==> src/rtl/gpio_bank.sv <==
module gpio_bank #(
  parameter int ADDR_W = 12
) (
  input  logic              clk,
  input  logic              rst_n,
  input  logic              wr_en,
  input  logic [ADDR_W-1:0] addr,
  input  logic [31:0]       wdata,
  output logic [31:0]       rdata,
  input  logic [31:0]       pad_in,
  output logic [31:0]       pad_out,
  output logic [31:0]       pad_oe,
  output logic [31:0]       pad_pull_up,
  output logic [31:0]       pad_pull_dn,
  output logic [31:0]       alt_sel,
  output logic              irq
);
  localparam int WA = ADDR_W - 2;
  localparam logic [WA-1:0] A_LVL  = WA'(12'h000 >> 2);
  localparam logic [WA-1:0] A_OSET = WA'(12'h004 >> 2);
  localparam logic [WA-1:0] A_OCLR = WA'(12'h008 >> 2);
  localparam logic [WA-1:0] A_NOPL = WA'(12'h00C >> 2);
  localparam logic [WA-1:0] A_DIR  = WA'(12'h010 >> 2);
  localparam logic [WA-1:0] A_DSET = WA'(12'h014 >> 2);
  localparam logic [WA-1:0] A_DCLR = WA'(12'h018 >> 2);
  localparam logic [WA-1:0] A_ALT  = WA'(12'h020 >> 2);
  localparam logic [WA-1:0] A_RMSK = WA'(12'h040 >> 2);
  localparam logic [WA-1:0] A_FMSK = WA'(12'h044 >> 2);
  localparam logic [WA-1:0] A_STAT = WA'(12'h048 >> 2);
  localparam logic [WA-1:0] A_ACK  = WA'(12'h04C >> 2);

  logic [WA-1:0] wsel;
  logic [31:0] outq, dirq, nopull, altq, rmsk, fmsk, stat;
  logic [31:0] sy1, sy2, sy3;
  logic [31:0] hit, ack, pen;

  assign wsel = addr[ADDR_W-1:2];

  always_ff @(posedge clk or negedge rst_n) begin
    if (!rst_n) begin
      sy1 <= '0;
      sy2 <= '0;
      sy3 <= '0;
    end else begin
      sy1 <= pad_in;
      sy2 <= sy1;
      sy3 <= sy2;
    end
  end

  assign hit = (sy2 & ~sy3 & rmsk) | (~sy2 & sy3 & fmsk);
  assign ack = (wr_en && wsel == A_ACK) ? wdata : '0;

  always_ff @(posedge clk or negedge rst_n) begin
    if (!rst_n) stat <= '0;
    else        stat <= (stat & ~ack) | hit;
  end

  always_ff @(posedge clk or negedge rst_n) begin
    if (!rst_n) begin
      outq   <= '0;
      dirq   <= '0;
      nopull <= '1;
      altq   <= '0;
      rmsk   <= '0;
      fmsk   <= '0;
    end else if (wr_en) begin
      case (wsel)
        A_LVL:   outq   <= wdata;
        A_OSET:  outq   <= outq | wdata;
        A_OCLR:  outq   <= outq & ~wdata;
        A_NOPL:  nopull <= wdata;
        A_DIR:   dirq   <= wdata;
        A_DSET:  dirq   <= dirq | wdata;
        A_DCLR:  dirq   <= dirq & ~wdata;
        A_ALT:   altq   <= wdata;
        A_RMSK:  rmsk   <= wdata;
        A_FMSK:  fmsk   <= wdata;
        default: ;
      endcase
    end
  end

  always_comb begin
    case (wsel)
      A_LVL:   rdata = sy2;
      A_NOPL:  rdata = nopull;
      A_DIR:   rdata = dirq;
      A_ALT:   rdata = altq;
      A_RMSK:  rdata = rmsk;
      A_FMSK:  rdata = fmsk;
      A_STAT:  rdata = stat;
      default: rdata = '0;
    endcase
  end

  assign pen         = ~dirq & ~nopull & ~altq;
  assign pad_out     = outq;
  assign pad_oe      = dirq & ~altq;
  assign pad_pull_up = pen & outq;
  assign pad_pull_dn = pen & ~outq;
  assign alt_sel     = altq;
  assign irq         = |stat;
endmodule


==> config.mk <==
export PLATFORM = sky130hd
export DESIGN_NAME = gpio_bank
export DESIGN_NICKNAME = d
export VERILOG_FILES = /design/src/rtl/gpio_bank.sv
export SDC_FILE = /design/constraint.sdc
export NUM_CORES = 1
export LEC_CHECK = 0
export CELL_PAD_IN_SITES_DETAIL_PLACEMENT = 1
export CELL_PAD_IN_SITES_GLOBAL_PLACEMENT = 1
export CORE_MARGIN = 1.5
export CORE_UTILIZATION = 25
export DETAILED_ROUTE_END_ITERATION = 16
export DONT_BUFFER_PORTS = 1
export PLACE_DENSITY = 0.55
export SLEW_MARGIN = 20
export SYNTH_ARGS = -nofsm -noshare
export SYNTH_HDL_FRONTEND = slang
export SYNTH_SLANG_ARGS = --single-unit
==> constraint.sdc <==
create_clock -name clk -period 2.9 [get_ports clk]
set_input_delay 0.58 -clock clk [delete_from_list [all_inputs] [get_ports clk]]
set_output_delay 0.58 -clock clk [all_outputs]
set_load 0.005 [all_outputs]
==> reports/qor.csv <==
stage;metric;value;unit
placed_design;dpl.hpwl;38.2;mm
finish;area_growth;21.1;%
setup_path;worst_setup_path_start_kind;primary input;
timing;finalHoldViolations;289;
synthesis;ys_seq_area_share;54.9;%
clocking;cts_buffers;41;
setup_path;rr_worst_depth;1;
detailed_routing;avgViaCountPerCell;5.36;
clocking;clk_latency;0.59;ns
detailed_routing;drt_iter0_drc;739;
synthesis;async_reset_ff_share;100;%
timing;fmax;0.349;GHz
global_route;antenna_found_initial;4;
setup_path;crit_arrival;2.29;ns
detailed_routing;antenna_left;0;
synthesis;synth_fa_ha_area_share;0;%
die;rows;88;
placed_design;dpl.cell_count;2010;
setup_path;cp_max_fo;13;
global_route;track_usage;19.1;%
synthesis;synth_edf_count;0;
global_route;grt-ovfl-total;0;
synthesis;ys.flop_type;dfrtp_1;
synthesis;syn-mean-instance-area;11.5;um2
synthesis;synthCells;1273;
detailed_routing;num_vias;11300;
die;pin_count;272;
global_route;grt_pass1_wl;83.8;mm
detailed_routing;first_pass_iters;5;
timing;fin_crit_sh;98.9;%
die;die_x;245;um
pwr;power;11.2;mW
placed_design;io_buffers;0;
synthesis;syn-num-nets;1352;
synthesis;synth_top_family_by_area;simple AND/OR/NAND/NOR gates;
clocking;cts_setup_buffers;0;
clocking;cts.sinks;320;
synthesis;yosys.area_share.xor_xnor;0.0597;%
timing;slew_headroom;47.6;%
setup_path;required;2.32;ns
pwr;ir_drop;0.000382;V
timing;grt_setup_unrepaired;no;
synthesis;yosys.area_share.simple;14.6;%
pwr;leakage;7.79;nW
synthesis;muxShareOfSynthArea;12.8;%
global_route;grt_pass1_vias;11800;
timing;timing.hold.ws;-0.295;ns
timing;fin_skew;0.0263;ns
clocking;hold_buffers;18;
setup_path;criticalPathCategory;in -> out;
flow_run;maxCapViolations;0;
finish;fin_util;30.7;%
pwr;powerDensity;629;nW/um2
clocking;cts_tree;yes;
synthesis;synth_compound_area_share;14.5;%
timing;fin_crit;2.87;ns
synthesis;synth-seq-cells;320;
timing;finalMaxSlewViolations;0;
detailed_routing;wl_per_cell;27.3;um
finish;stdcell_count;2105;
clocking;htreeDepth;2;
finish;drive_above_1_share;26.4;%
timing;tns;0;ns
setup_path;endpoint_kind;output port;
clocking;clockRootBuffer;clkbuf_16;
timing;setup_violations;0;
placed_design;finalWeightedCongestion;0.788;
die;initial_utilization;25.4;%
detailed_routing;drc;0;
die;chipHeight;245;um
die;die_area;60100;um2
min_path;worstHoldPathType;in -> async;
global_route;grt_max_degree;321;
synthesis;synth_cell_types;51;
die;core_area;57800;um2
clocking;ctsLongestPathBuffers;3;
outcome;violations;negative hold slack;
detailed_routing;totalWireLength;57.4;mm
synthesis;ys_warn_count;0;
synthesis;synth_area;14700;um2
clocking;clk_pin_slew_worst_paths;0.05;ns
timing;worst_pin_slew;0.786;ns
finish;nNetsFinal;1385;
outcome;status;complete, but fails checks;
[where the power goes]
group | internal (mW) | switching, mW | total, mW
Combinational | 0.253 | 0.275 | 0.528
Clock | 3.61 | 2.14 | 5.76
Sequential | 4.68 | 0.219 | 4.89
Total | 8.54 | 2.64 | 11.2
[what timing repair did]
| item | CTS | global route |
|---|---|---|
| hold endpoints to repair | 338 | 295 |
| gates resized for setup | 0 | 1 |
| endpoints found under the setup margin | 0 | 1 |
[critical path: stages]
cell and delay [ns]:
or2_2 0.36, nor4_2 0.52, buf_4 0.26, a222oi_1 0.08
o22ai_1 0.29, buf_4 0.18
[cell families after synthesis]
kind of cell | Yosys count
xor+xnor | 1
simple gates | 375
compound gates | 293
flops | 320
mux | 170
buf+inv | 114
[layout make-up]
cell class,instances,area [um2]
clock inverter,17,347
timing repair buffer,102,936
antenna,1,2.50
sequential,320,8050
fill,6309,40000
clock buffer,59,1190
inverter,2,7.51
multi-input combinational,839,6280
tap,765,957
[cell usage after synthesis, drive strengths merged, types with 3 or more instances]
| cell type | instances | area share [%] |
|---|---|---|
| a221oi | 10 | 0.60 |
| a32o | 14 | 0.96 |
| o211ai | 12 | 0.61 |
| nand2 | 101 | 2.6 |
| o2bb2ai | 10 | 0.60 |
| nor4b | 32 | 1.9 |
| nand3b | 48 | 2.5 |
| a22o | 46 | 2.7 |
| o21ai | 84 | 2.9 |
| mux2 | 144 | 11 |
| nor2 | 49 | 1.3 |
| mux2i | 26 | 1.8 |
| a32oi | 3 | 0.18 |
| a22oi | 34 | 1.7 |
| o31ai | 32 | 1.6 |
| a21o | 33 | 1.7 |
| dfrtp | 288 | 49 |
| or4 | 4 | 0.23 |
| nor4 | 48 | 2.2 |
| dfstp | 32 | 5.7 |
| or2 | 4 | 0.17 |
| buf | 28 | 0.97 |
| clkbuf | 84 | 2.2 |
| a222oi | 6 | 0.41 |
| nand3 | 35 | 1.2 |
| o22ai | 6 | 0.26 |
| nand4 | 3 | 0.13 |
| nor2b | 36 | 1.5 |
[worst paths after layout]
path,start,to,slack (ns)
worst max-delay path,addr[4],rdata[0],0.03
worst min-delay path,rst_n,sy1[11],-0.30
worst max register to register,pad_out[27],pad_out[27],1.93
worst min register to register,sy1[30],sy2[30],0.34
max in group asynchronous,rst_n,sy1[29],2.53
min in group clk,pad_in[18],sy1[18],0.03
[layer usage]
layer	GRT usage (%)	part of all wire, %	vias to the layer above
met3	3.25	4.8	67
li1	-	-	4838
met1	26.3	46	6059
met2	31.1	47	324
met5	0	0.023	-
met4	4.39	1.8	2
[cells in the final DEF, fill, tap and decap left out, drive strengths merged, types with 6 or more instances in the layout]
cell type / count
nand2: 101
a221oi: 10
mux2i: 26
nor2b: 36
nand3: 35
mux2: 144
a22oi: 34
dlygate4sd3: 18
a222oi: 6
bufinv: 8
clkbuf: 59
o2bb2ai: 10
nor2: 49
dfstp: 32
nor4b: 32
a32o: 14
clkinv: 7
buf: 84
a21o: 33
dfrtp: 288
a22o: 46
o211ai: 12
nand3b: 48
nor4: 48
o21ai: 84
o31ai: 32
o22ai: 6
[per-stage QoR]
stage	setup WS [ns]	hold slack (ns)	cell area [um2]
floorplan	0.119	0.284	14700
global placement	0.103	0.295	16000
detailed placement	0.100	0.296	16000
CTS	0.0664	-0.331	17800
global route	0.0361	-0.323	17800
finish	0.0330	-0.295	17800
(Power assumes the default switching activity.)
